[config.mk]
export PLATFORM = sky130hd
export DESIGN_NAME = mdio_bringup_seq
export DESIGN_NICKNAME = d
export VERILOG_FILES = /design/src/rtl/mdio_seq_pkg.sv /design/src/rtl/mdc_gen.sv /design/src/rtl/mdio_frame_tx.sv /design/src/rtl/seq_ctrl.sv /design/src/rtl/mdio_bringup_seq.sv
export SDC_FILE = /design/constraint.sdc
export NUM_CORES = 1
export LEC_CHECK = 0
export BUFFER_PORTS_ARGS = -buffer_cell sky130_fd_sc_hd__buf_2
export CAP_MARGIN = 20
export CORE_MARGIN = 5
export CORE_UTILIZATION = 60
export CTS_CLUSTER_SIZE = 14
export DETAILED_ROUTE_END_ITERATION = 10
export PLACE_DENSITY = 0.89
export SYNTH_ARGS = -nofsm -noshare
export SYNTH_HDL_FRONTEND = slang
export SYNTH_SLANG_ARGS = --single-unit
[constraint.sdc]
create_clock -name clk -period 3.4 [get_ports clk]
set_input_delay 0.51 -clock clk [delete_from_list [all_inputs] [get_ports clk]]
set_output_delay 0.51 -clock clk [all_outputs]
set_load 0.03 [all_outputs]
[src/rtl/mdio_seq_pkg.sv]
package mdio_seq_pkg;

    localparam int FRAME_BITS = 64;
    localparam int NUM_STEPS  = 17;
    localparam int STEP_W     = 5;
    localparam logic [STEP_W-1:0] LAST_STEP = STEP_W'(NUM_STEPS - 1);

    typedef enum logic [1:0] {
        K_WRITE     = 2'd0,
        K_WAIT_HARD = 2'd1,
        K_WAIT_SOFT = 2'd2
    } step_kind_e;

    typedef struct packed {
        step_kind_e  kind;
        logic [4:0]  regad;
        logic [15:0] data;
    } step_t;

    typedef enum logic [2:0] {
        S_IDLE, S_ISSUE, S_XFER, S_WAIT, S_LINK, S_UP, S_TMO
    } seq_state_e;

    // Direct register and command values
    localparam logic [4:0]  REG_BASIC_CTL = 5'h1F;
    localparam logic [4:0]  REG_MMD_CTL   = 5'h0D;
    localparam logic [4:0]  REG_MMD_DAT   = 5'h0E;
    localparam logic [15:0] CMD_HARD_RST  = 16'h8000;
    localparam logic [15:0] CMD_SOFT_RST  = 16'h4000;
    localparam logic [15:0] MMD_DEVICE    = 16'h001F;
    localparam logic [15:0] MMD_DATA_NOINC = 16'h4000;

    // Extended targets
    localparam logic [15:0] EXT_LINK_GATE = 16'h0523;
    localparam logic [15:0] EXT_ROLE      = 16'h0834;
    localparam logic [15:0] GATE_HOLD     = 16'h0001;
    localparam logic [15:0] GATE_RELEASE  = 16'h0000;
    localparam logic [15:0] ROLE_MASTER   = 16'hC001;

    function automatic step_t wr(input logic [4:0] r, input logic [15:0] d);
        step_t s;
        s.kind  = K_WRITE;
        s.regad = r;
        s.data  = d;
        return s;
    endfunction

    function automatic step_t pause(input step_kind_e k);
        step_t s;
        s.kind  = k;
        s.regad = 5'h00;
        s.data  = 16'h0000;
        return s;
    endfunction

    // One of the four frames of an indirect extended-register write
    function automatic step_t ext_part(input logic [1:0] phase,
                                       input logic [15:0] addr,
                                       input logic [15:0] val);
        case (phase)
            2'd0:    return wr(REG_MMD_CTL, MMD_DEVICE);
            2'd1:    return wr(REG_MMD_DAT, addr);
            2'd2:    return wr(REG_MMD_CTL, MMD_DATA_NOINC | MMD_DEVICE);
            default: return wr(REG_MMD_DAT, val);
        endcase
    endfunction

    function automatic step_t step_at(input logic [STEP_W-1:0] idx);
        if (idx == 5'd0)       return wr(REG_BASIC_CTL, CMD_HARD_RST);
        else if (idx == 5'd1)  return pause(K_WAIT_HARD);
        else if (idx <= 5'd5)  return ext_part(2'(idx - 5'd2), EXT_LINK_GATE, GATE_HOLD);
        else if (idx <= 5'd9)  return ext_part(2'(idx - 5'd6), EXT_ROLE, ROLE_MASTER);
        else if (idx == 5'd10) return wr(REG_BASIC_CTL, CMD_SOFT_RST);
        else if (idx == 5'd11) return pause(K_WAIT_SOFT);
        else if (idx <= 5'd15) return ext_part(2'(idx - 5'd12), EXT_LINK_GATE, GATE_RELEASE);
        else                   return wr(REG_BASIC_CTL, CMD_SOFT_RST);
    endfunction

    function automatic logic [FRAME_BITS-1:0] build_frame(input logic [4:0] phy,
                                                          input logic [4:0] r,
                                                          input logic [15:0] d);
        return {32'hFFFF_FFFF, 2'b01, 2'b01, phy, r, 2'b10, d};
    endfunction

endpackage

[src/rtl/mdc_gen.sv]
module mdc_gen #(
    parameter int MDC_HALF = 40
) (
    input  logic clk,
    input  logic rst,
    output logic mdc,
    output logic fall_tick
);
    localparam int CW = (MDC_HALF > 1) ? $clog2(MDC_HALF) : 1;
    localparam logic [CW-1:0] LIM = CW'(MDC_HALF - 1);

    logic [CW-1:0] cnt;
    logic          at_lim;

    assign at_lim    = (cnt == LIM);
    assign fall_tick = at_lim && mdc;

    always_ff @(posedge clk) begin
        if (rst) begin
            cnt <= '0;
            mdc <= 1'b0;
        end else if (at_lim) begin
            cnt <= '0;
            mdc <= ~mdc;
        end else begin
            cnt <= cnt + 1'b1;
        end
    end

    // the clock toggles only after a full half period
    p_half_period_r2: assert property (@(posedge clk) disable iff (rst)
        (mdc != $past(mdc)) |-> ($past(cnt) == LIM));

endmodule

[src/rtl/mdio_frame_tx.sv]
module mdio_frame_tx
    import mdio_seq_pkg::*;
#(
    parameter logic [4:0] PHY_ADDR = 5'd0
) (
    input  logic        clk,
    input  logic        rst,
    input  logic        abort,
    input  logic        go,
    input  logic [4:0]  regad,
    input  logic [15:0] data,
    input  logic        fall_tick,
    output logic        mdio_o,
    output logic        mdio_oe,
    output logic        done
);
    localparam int BCW = $clog2(FRAME_BITS + 1);

    logic [FRAME_BITS-1:0] shreg;
    logic [BCW-1:0]        bitcnt;
    logic                  active;

    always_ff @(posedge clk) begin
        if (rst || abort) begin
            shreg   <= '0;
            bitcnt  <= '0;
            active  <= 1'b0;
            mdio_o  <= 1'b1;
            mdio_oe <= 1'b0;
            done    <= 1'b0;
        end else begin
            done <= 1'b0;
            if (go) begin
                shreg  <= build_frame(PHY_ADDR, regad, data);
                bitcnt <= BCW'(FRAME_BITS);
                active <= 1'b1;
            end else if (active && fall_tick) begin
                if (bitcnt != '0) begin
                    mdio_o  <= shreg[FRAME_BITS-1];
                    mdio_oe <= 1'b1;
                    shreg   <= {shreg[FRAME_BITS-2:0], 1'b0};
                    bitcnt  <= bitcnt - 1'b1;
                end else begin
                    mdio_o  <= 1'b1;
                    mdio_oe <= 1'b0;
                    active  <= 1'b0;
                    done    <= 1'b1;
                end
            end
        end
    end

    // data moves only on a falling clock edge
    p_change_on_fall_r2: assert property (@(posedge clk) disable iff (rst)
        (mdio_oe && $past(mdio_oe) && (mdio_o != $past(mdio_o))) |-> $past(fall_tick));

    // the output enable only opens on a falling edge
    p_oe_opens_on_fall_r2: assert property (@(posedge clk) disable iff (rst)
        (mdio_oe && !$past(mdio_oe)) |-> $past(fall_tick));

    p_bitcnt_range_r2: assert property (@(posedge clk) disable iff (rst)
        bitcnt <= BCW'(FRAME_BITS));

endmodule

[src/rtl/seq_ctrl.sv]
module seq_ctrl
    import mdio_seq_pkg::*;
#(
    parameter int HARD_WAIT_CYC = 40000,
    parameter int SOFT_WAIT_CYC = 40000,
    parameter int LINK_TMO_CYC  = 10000000
) (
    input  logic        clk,
    input  logic        rst,
    input  logic        start,
    input  logic        link_in,
    input  logic        tx_done,
    output logic        go,
    output logic [4:0]  wr_reg,
    output logic [15:0] wr_data,
    output logic        busy,
    output logic        cfg_done,
    output logic        link_up,
    output logic        timeout
);
    localparam int WAIT_MAX = (HARD_WAIT_CYC > SOFT_WAIT_CYC) ? HARD_WAIT_CYC : SOFT_WAIT_CYC;
    localparam int WCW = $clog2(WAIT_MAX + 1);
    localparam int LCW = $clog2(LINK_TMO_CYC + 1);
    localparam logic [WCW-1:0] HARD_LOAD = WCW'(HARD_WAIT_CYC - 1);
    localparam logic [WCW-1:0] SOFT_LOAD = WCW'(SOFT_WAIT_CYC - 1);
    localparam logic [LCW-1:0] LINK_LIM  = LCW'(LINK_TMO_CYC - 1);

    seq_state_e        state;
    logic [STEP_W-1:0] sidx;
    logic [WCW-1:0]    wcnt;
    logic [LCW-1:0]    lcnt;
    logic [1:0]        link_sync;
    step_t             cur;

    always_comb begin
        cur     = step_at(sidx);
        go      = (state == S_ISSUE) && (cur.kind == K_WRITE);
        wr_reg  = cur.regad;
        wr_data = cur.data;
        busy    = (state == S_ISSUE) || (state == S_XFER) || (state == S_WAIT);
    end

    always_ff @(posedge clk) begin
        if (rst) begin
            link_sync <= 2'b00;
        end else begin
            link_sync <= {link_sync[0], link_in};
        end
    end

    always_ff @(posedge clk) begin
        if (rst) begin
            state    <= S_IDLE;
            sidx     <= '0;
            wcnt     <= '0;
            lcnt     <= '0;
            cfg_done <= 1'b0;
            link_up  <= 1'b0;
            timeout  <= 1'b0;
        end else if (start) begin
            state    <= S_ISSUE;
            sidx     <= '0;
            wcnt     <= '0;
            lcnt     <= '0;
            cfg_done <= 1'b0;
            link_up  <= 1'b0;
            timeout  <= 1'b0;
        end else begin
            case (state)
                S_ISSUE: begin
                    if (cur.kind == K_WRITE) begin
                        state <= S_XFER;
                    end else begin
                        wcnt  <= (cur.kind == K_WAIT_HARD) ? HARD_LOAD : SOFT_LOAD;
                        state <= S_WAIT;
                    end
                end
                S_XFER: begin
                    if (tx_done) begin
                        if (sidx == LAST_STEP) begin
                            cfg_done <= 1'b1;
                            lcnt     <= '0;
                            state    <= S_LINK;
                        end else begin
                            sidx  <= sidx + 1'b1;
                            state <= S_ISSUE;
                        end
                    end
                end
                S_WAIT: begin
                    if (wcnt == '0) begin
                        sidx  <= sidx + 1'b1;
                        state <= S_ISSUE;
                    end else begin
                        wcnt <= wcnt - 1'b1;
                    end
                end
                S_LINK: begin
                    if (link_sync[1]) begin
                        link_up <= 1'b1;
                        state   <= S_UP;
                    end else if (lcnt == LINK_LIM) begin
                        timeout <= 1'b1;
                        state   <= S_TMO;
                    end else begin
                        lcnt <= lcnt + 1'b1;
                    end
                end
                default: ;
            endcase
        end
    end

    p_status_excl_r9: assert property (@(posedge clk) disable iff (rst)
        !(link_up && timeout));

    p_link_window_r9: assert property (@(posedge clk) disable iff (rst)
        (state == S_LINK) |-> (lcnt <= LINK_LIM));

    p_quiet_link_r11: assert property (@(posedge clk) disable iff (rst)
        busy |-> !link_up);

    p_done_hold_r7: assert property (@(posedge clk) disable iff (rst)
        (cfg_done && !start) |=> cfg_done);

    p_restart_r10: assert property (@(posedge clk) disable iff (rst)
        start |=> (busy && !cfg_done && !link_up && !timeout && (sidx == '0)));

    p_done_after_last_r7: assert property (@(posedge clk) disable iff (rst)
        $rose(cfg_done) |-> ($past(sidx) == LAST_STEP) && $past(tx_done));

endmodule

[src/rtl/mdio_bringup_seq.sv]
module mdio_bringup_seq
    import mdio_seq_pkg::*;
#(
    parameter logic [4:0] PHY_ADDR      = 5'd0,
    parameter int         MDC_HALF      = 40,
    parameter int         HARD_WAIT_CYC = 40000,
    parameter int         SOFT_WAIT_CYC = 40000,
    parameter int         LINK_TMO_CYC  = 10000000
) (
    input  logic clk,
    input  logic rst,
    input  logic start,
    input  logic link_in,
    output logic mdc,
    output logic mdio_o,
    output logic mdio_oe,
    output logic busy,
    output logic cfg_done,
    output logic link_up,
    output logic timeout
);
    logic        fall_tick;
    logic        go;
    logic        tx_done;
    logic [4:0]  wr_reg;
    logic [15:0] wr_data;

    mdc_gen #(.MDC_HALF(MDC_HALF)) u_clkgen (
        .clk       (clk),
        .rst       (rst),
        .mdc       (mdc),
        .fall_tick (fall_tick)
    );

    seq_ctrl #(
        .HARD_WAIT_CYC (HARD_WAIT_CYC),
        .SOFT_WAIT_CYC (SOFT_WAIT_CYC),
        .LINK_TMO_CYC  (LINK_TMO_CYC)
    ) u_ctrl (
        .clk      (clk),
        .rst      (rst),
        .start    (start),
        .link_in  (link_in),
        .tx_done  (tx_done),
        .go       (go),
        .wr_reg   (wr_reg),
        .wr_data  (wr_data),
        .busy     (busy),
        .cfg_done (cfg_done),
        .link_up  (link_up),
        .timeout  (timeout)
    );

    mdio_frame_tx #(.PHY_ADDR(PHY_ADDR)) u_tx (
        .clk       (clk),
        .rst       (rst),
        .abort     (start),
        .go        (go),
        .regad     (wr_reg),
        .data      (wr_data),
        .fall_tick (fall_tick),
        .mdio_o    (mdio_o),
        .mdio_oe   (mdio_oe),
        .done      (tx_done)
    );

    // pins quiet in reset
    p_reset_quiet_r1: assert property (@(posedge clk)
        $past(rst) |-> (!mdio_oe && !cfg_done && !link_up && !timeout));

endmodule

# [Yosys cells after proc, flatten, opt, wreduce, memory -nomap -nowiden]
# Index checks and enable logic that the tools add are counted.
[totals] output_inout_bits=7 input_bits=4 ff_bits=135 elab_cells=141
[classes] mux=42 reduce_logical=36 order_cmp=3 n_bitwise=4 eq_ne=29 n_addsub=8
[op_table] cell="two-way mux 64 bit" n=3
[op_table] cell="case mux 18 bit (3 select lines)" n=3
[op_table] cell="two-way mux 23 bit" n=6
[op_table] cell="two-way mux 24 bit" n=4
[op_table] cell="case mux 24 bit (2 select lines)" n=1
[op_table] cell="two-way mux 16 bit" n=2
[op_table] cell="case mux 16 bit (2 select lines)" n=1
[op_table] cell="adder 24 x 1 -> 24 bit, second input constant" n=1
[op_table] cell="== test 24 bit, second input constant" n=1
[op_table] cell="two-way mux 21 bit" n=1
[op_table] cell="two-way mux 7 bit" n=3
[op_table] cell="zero test 16 bit" n=1
[op_table] cell="inequality test 2 bit, second input constant" n=8
[op_table] cell="subtractor 16 x 1 -> 16 bit, second input constant" n=1
[op_table] cell="two-way mux 3 bit" n=5
[op_table] cell="two-way mux 5 bit" n=3
[op_table] cell="case mux 3 bit (4 select lines)" n=1
[op_table] cell="AND reduction 4 bit" n=3
[op_table] cell="== test 5 x 4 -> 1 bit, second input constant" n=2
[op_table] cell="less-or-equal comparator 5 x 4 -> 1 bit, second input constant" n=2
[op_table] cell="case mux 5 bit (2 select lines)" n=1
[op_table] cell="AND reduction 2 bit" n=5
[op_table] cell="nonzero test 2 bit" n=5
[op_table] cell="AND reduction 3 bit" n=3
[op_table] cell="31 further kinds" n=56

# [Longest topological paths before layout]
[depth] word_depth=14 depth_mapped=10

# [Cells and area by module]
# Synthesis repeated with hierarchy kept, for this count alone.
[hier_totals] cells_unflattened=682 area_unflattened_um2=6287.3
[modules_own_cells] mod="seq_ctrl" n_inst=1 cells_per_inst=373 area_each_um2=3004.1
[modules_own_cells] mod="mdio_frame_tx" n_inst=1 cells_per_inst=280 area_each_um2=2990.4
[modules_own_cells] mod="mdc_gen" n_inst=1 cells_per_inst=29 area_each_um2=292.8

# [Least setup slack after synthesis]
# OpenSTA, ideal clock, no wires.
[synth_path] kind="register -> register" startpoint="reg u_ctrl.sidx[0]" endpoint="reg u_ctrl.lcnt[12]" t_required_ps=3341 period_less_slack_ps=2362 path_slack_ps=1038 t_arrival_ps=2302 path_buffers=2 path_stages_with_launch=10 path_cell_list="dfxtp_1 > inv_1 > ha_1 > and4bb_2 > and3_1 > buf_2 > nand2b_1 > clkbuf_1 > or4_1 > nand2_1"
[synth_between] elab_chain_len=3
[synth_rtl] item="from (decl)" line_no="seq_ctrl.sv:29" text="logic [STEP_W-1:0] sidx;"
[synth_rtl] item="from (signal assigned)" line_no="seq_ctrl.sv:85" text="sidx <= sidx + 1'b1;"
[synth_rtl] item="from (signal assigned)" line_no="seq_ctrl.sv:92" text="sidx <= sidx + 1'b1;"
[synth_rtl] item="== test 5 bit" line_no="seq_ctrl.sv:80" text="if (sidx == LAST_STEP) begin"
[synth_rtl] item="inequality test 2 bit (no source line)"
[synth_rtl] item="AND reduction 5 bit (no source line)"
[synth_rtl] item="to (signal assigned)" line_no="seq_ctrl.sv:106" text="lcnt <= lcnt + 1'b1;"
[synth_rtl] item="to (decl)" line_no="seq_ctrl.sv:31" text="logic [LCW-1:0] lcnt;"
# Every way passes these cells.
# A chain may end at the register's enable or synchronous reset.

# [Worst setup path in the final report]
[layout_path] startpoint="reg u_ctrl.sidx[1]" endpoint="reg u_tx.bitcnt[1]"
[layout_between] elab_chain_len=10
[layout_rtl] item="== test 5 x 4 -> 1 bit" line_no="mdio_seq_pkg.sv:74" text="else if (idx == 5'd11) return pause(K_WAIT_SOFT);"
[layout_rtl] item="two-way mux 23 bit" line_no="mdio_seq_pkg.sv:74"
[layout_rtl] item="two-way mux 23 bit" line_no="mdio_seq_pkg.sv:73" text="else if (idx == 5'd10) return wr(REG_BASIC_CTL, CMD_SOFT_RST);"
[layout_rtl] item="two-way mux 23 bit" line_no="mdio_seq_pkg.sv:72" text="else if (idx <= 5'd9) return ext_part(2'(idx - 5'd6), EXT_ROLE, ROLE_MASTER);"
[layout_rtl] item="two-way mux 23 bit" line_no="mdio_seq_pkg.sv:71" text="else if (idx <= 5'd5) return ext_part(2'(idx - 5'd2), EXT_LINK_GATE, GATE_HOLD);"
[layout_rtl] item="two-way mux 23 bit" line_no="mdio_seq_pkg.sv:70" text="else if (idx == 5'd1) return pause(K_WAIT_HARD);"
[layout_rtl] item="two-way mux 23 bit *" line_no="mdio_seq_pkg.sv:69" text="if (idx == 5'd0) return wr(REG_BASIC_CTL, CMD_HARD_RST);"
[layout_rtl] item="zero test 2 bit *" line_no="seq_ctrl.sv:37" text="go = (state == S_ISSUE) && (cur.kind == K_WRITE);"
[layout_rtl] item="logical AND 1 bit *" line_no="seq_ctrl.sv:37"
[layout_rtl] item="OR reduction 2 bit (no source line) *"
[layout_rtl] item="to (signal assigned)" line_no="mdio_frame_tx.sv:35" text="bitcnt <= BCW'(FRAME_BITS);"
[layout_rtl] item="to (signal assigned)" line_no="mdio_frame_tx.sv:42" text="bitcnt <= bitcnt - 1'b1;"
[layout_rtl] item="to (decl)" line_no="mdio_frame_tx.sv:20" text="logic [BCW-1:0] bitcnt;"
# Mark *: on every way between the ends. The rest lies on a longest branch, timed or not.

==> results summary <==
The run finished with clean final reports. The highest metal layer carrying signal wires in the routed design is met4. The count of cells resized by post-cts repair came out at 0. In this run the worst path has a maximum fanout of 24. Global routing used 22.9% of the available tracks. The analysis attributes to cell leakage a power of about 2.3 nW. The number of enable flip-flop cells after synthesis is 0.

Once placement completed, the tool counted placed cells totaling 855. The HPWL after detailed placement is around 9.1 mm. In this run the cell area of the synthesized design comes to 6280 µm². The critical path buffer and inverter count is 1.

The number of antenna violations at the first check in global routing is 0. The utilization after layout is slightly below 70%. Pin placement for this block handled 11 I/O pins. The max-slew headroom at the worst pin came out at 44.9%. The number of failing setup endpoints in the final timing report came out at 0.

The number of synthesis warnings came out at 0. The maximum number of pins on one net before global-route repair came out at between 40 and 50. In the final routed layout, each cell accounts on average for 16.1 µm.

The detailed router's first-iteration violation count came out at 696. At the later pin of the worst-skew pair, clock insertion delay measures approximately 0.53 ns. The share of layout cells above drive strength 1 is between 9 and 10%. The signal on the critical path passes through inv_1 > ha_1 > o21bai_1 > o31ai_1 > a21o_2 > nand2_1 > a211oi_1. The share of total power dissipated in combinational logic is 4.8%. The routed layout has ~5600 vias. The count of hold buffers inserted by post-cts repair came out at 0. The clock net in this run drives a total of 135 sinks. TritonCTS built the clock tree. The floorplan has 37 rows. The number of buffers added on ports came out at 10. The hold violation total from the final report is 0. The number of H-tree branching levels came out at 4. Once layout is complete, the cells apart from fillers number 887. The global-route congestion overflow total came out at 0. The fmax is 332 MHz. A synthesized cell averages between 8 and 9 µm². Synthesis produced a netlist with a net count of around 770.

The analysis attributes to net switching a power of 0.831 mW. The root buffer cell chosen for the clock tree is sky130_fd_sc_hd__clkbuf_8. The number of cells produced by synthesis came out at 749. The internal portion of total power came out at 2.79 mW. Relative to the synthesized area, the layout overhead comes to 10.2%. STA classifies the critical path startpoint as a flip-flop. The top cell types in the final layout, fill and taps aside, are 135 x sky130_fd_sc_hd__dfxtp_1, 132 x sky130_fd_sc_hd__nand2_1, 56 x sky130_fd_sc_hd__a21oi_1. Setup slack on the critical path of the routed design comes to ~0.38 ns. Setup repair after global routing left no endpoint under its margin. The actual slew at the worst max-slew pin came out at 0.826 ns.

The worst-case IR drop observed on VDD is around 350 µV. The final total negative setup slack came out at 0 ns. The largest individual stage delay along the critical path comes from the cell sky130_fd_sc_hd__o31ai_1.

The portion of the clock cycle consumed by the worst path in the final layout came out at 88.7%. The first-pass iteration count of the detailed router came out at 6. The layout filler cell count is 771. Post-CTS timing repair inserted 0 buffers for setup.

The clock tree skew after final layout came out at 0.00740 ns. Summing all multi-input logic gate instances after layout gives roughly 3300 µm². The most used flip-flop cell after synthesis is sky130_fd_sc_hd__dfxtp_1. The number of nets still failing antenna checks after routing came out at 0. The die height came out at around 110 µm. The routed wire length is 14.3 mm. The async set-or-reset flop fraction in the synthesized netlist is 0%. Once the floorplan was initialized, standard cells occupied 61.1% of the core. The register share of total power came out at a little under half. The fraction of power spent switching nets came out at between 20 and 25%. The core region is 10300 µm². Across the whole layout, storage elements account for 2700 µm².

In this run, distinct cell masters in the synthesized netlist total 75. The via count of the first global-routing pass came out at 5323. The element type at the critical path end is a flip-flop. The clock network burns 49.4% of the power. In this design, the largest share of critical-path delay is due to compound AO/OA/AOI/OAI gates. The global-route wire length before repair came out at 24.1 mm. The register area share after synthesis is 43.1%. The number of buffers created by CTS came out at 17. The area enclosed by the die boundary is 12600 µm². The wire length on met2 is 7.03 mm. The critical path is of the flip-flop to flip-flop type. The largest single stage delay on the critical path is ~0.54 ns.

At the worst endpoint, the arrival time is approximately 3.5 ns. Leaving out fill and tap cells, the most frequent cell in the layout is sky130_fd_sc_hd__dfxtp_1. The synthesized design spends more area on one cell type than any other, namely sky130_fd_sc_hd__dfxtp_1. Synthesis inferred 135 register bits. The share of Yosys cell area claimed by the top area cell type came out at 43.1%. Ranked by total cell area, the synthesized netlist is headed by sky130_fd_sc_hd__dfxtp_1 43%, sky130_fd_sc_hd__nand2_1 7.9%, sky130_fd_sc_hd__a21oi_1 4.5%, sky130_fd_sc_hd__a31oi_1 4.1%, sky130_fd_sc_hd__nor2_1 3.0%. The global placement routability congestion is 0.909. In the final routing, the length of wire on met1 measures 6.14 mm. The detailed-route DRC error count is 0. The number of buffers on the longest clock path came out at 2. The worst slack at placement is 0.465 ns. The total inserted antenna cells came out at 0.

The number of pins exceeding their max-slew limit in the final report came out at 0. The layout net count is 754. The detailed-routed wire length on met3 is 668 µm.

The tool flagged a number of max-cap violations equal to 0. The tightest min-delay check is of the primary input to flip-flop type. The smallest clock period supported by the final layout is computed as roughly 3.0 ns. The die outline width is 112 µm. The cell area power density came out at 523 nW/µm². The clock edge transition at the registers on the reported setup and hold paths is 0.06 ns.

The data required time of the critical path came out at 3.84 ns. The average via count per standard cell came out at 6.33.
[power by group through the flow]
stage | Sequential, mW | Clock [mW] | Combinational, mW
floorplan | 1.68 | 0 | 0.143
global route | 1.66 | 1.90 | 0.192
detailed placement | 1.69 | 0 | 0.169
finish | 1.66 | 1.79 | 0.175
global placement | 1.69 | 0 | 0.161
CTS | 1.66 | 1.81 | 0.172
[registers in the layout, indices dropped and copies added, names as in the netlist]
name / flops
u_ctrl.state: 3
u_ctrl.wcnt: 16
u_ctrl.timeout: 1
u_clkgen.mdc: 1
u_ctrl.link_up: 1
u_tx.mdio_oe: 1
u_clkgen.cnt: 6
u_tx.shreg: 64
u_tx.active: 1
u_ctrl.lcnt: 24
u_tx.bitcnt: 7
u_ctrl.cfg_done: 1
u_tx.mdio_o: 1
u_ctrl.link_sync: 2
u_tx.done: 1
u_ctrl.sidx: 5
[synth_stat cells (5+ instances only)]
| cell | n |
|---|---|
| sky130_fd_sc_hd__mux2i_1 | 6 |
| sky130_fd_sc_hd__o31ai_1 | 8 |
| sky130_fd_sc_hd__or4_1 | 9 |
| sky130_fd_sc_hd__buf_2 | 15 |
| sky130_fd_sc_hd__inv_1 | 14 |
| sky130_fd_sc_hd__or3_1 | 8 |
| sky130_fd_sc_hd__dfxtp_1 | 135 |
| sky130_fd_sc_hd__nand4_1 | 12 |
| sky130_fd_sc_hd__nand2b_1 | 6 |
| sky130_fd_sc_hd__nor2_1 | 50 |
| sky130_fd_sc_hd__clkbuf_1 | 22 |
| sky130_fd_sc_hd__nor4b_1 | 5 |
| sky130_fd_sc_hd__xnor2_1 | 15 |
| sky130_fd_sc_hd__nand3_1 | 22 |
| sky130_fd_sc_hd__nor2b_1 | 6 |
| sky130_fd_sc_hd__o21ai_0 | 22 |
| sky130_fd_sc_hd__ha_1 | 12 |
| sky130_fd_sc_hd__a211oi_1 | 8 |
| sky130_fd_sc_hd__and3_1 | 8 |
| sky130_fd_sc_hd__a21oi_1 | 56 |
| sky130_fd_sc_hd__o21a_1 | 6 |
| sky130_fd_sc_hd__nor3_1 | 17 |
| sky130_fd_sc_hd__a31oi_1 | 41 |
| sky130_fd_sc_hd__and2_1 | 5 |
| sky130_fd_sc_hd__xor2_1 | 14 |
| sky130_fd_sc_hd__nand2_1 | 132 |
| sky130_fd_sc_hd__nor4_1 | 14 |
[stage by stage]
| stage | power (mW) | hold WS (ns) | cell area (µm²) |
|---|---|---|---|
| 2_1_floorplan | 1.82 | 0.414 | 6280 |
| 3_3_place_gp | 1.85 | 0.420 | 6340 |
| 3_5_place_dp | 1.86 | 0.444 | 6340 |
| 4_1_cts | 3.63 | 0.206 | 6920 |
| 5_1_grt | 3.75 | 0.220 | 6920 |
| 6_report | 3.62 | 0.226 | 6920 |
[layer usage]
metal	up-vias	GRT usage [%]
met5	-	0
met4	0	12.7
met3	52	4.96
met2	191	38.6
met1	2693	27.1
li1	2678	-
[worst paths after layout]
kind                   from                  end  slack (ns)  cells after the start
max reg2reg  u_ctrl.sidx[1]       u_tx.bitcnt[1]        0.38                      7
min reg2reg  u_tx.shreg[25]       u_tx.shreg[26]        0.45                      2
max          u_ctrl.sidx[1]       u_tx.bitcnt[1]        0.38                      7
min                 link_in  u_ctrl.link_sync[0]        0.23                      2
[cells by family after synthesis]
family / count (synthesis) / synth area share [%]
buffers and inverters: 63 / 4.80
and+or+nand+nor: 323 / 26.2
DFF: 135 / 43.1
muxes: 6 / 0.957
xor gates and xnor gates: 29 / 4.05
adders and majority gates: 12 / 2.39
AOI/OAI and AO/OA: 181 / 18.6
[area by class of cell]
| class | count | area share (%) |
|---|---|---|
| clock buffers | 23 | 6.75 |
| clock inverters | 9 | 1.68 |
| inverters | 14 | 0.759 |
| multi-input cells | 551 | 47.4 |
| flip-flops and latches | 135 | 39.1 |
| well taps | 136 | 2.46 |
| repair buffers | 19 | 1.88 |
Note: power is estimated with default switching activity, not from simulation.
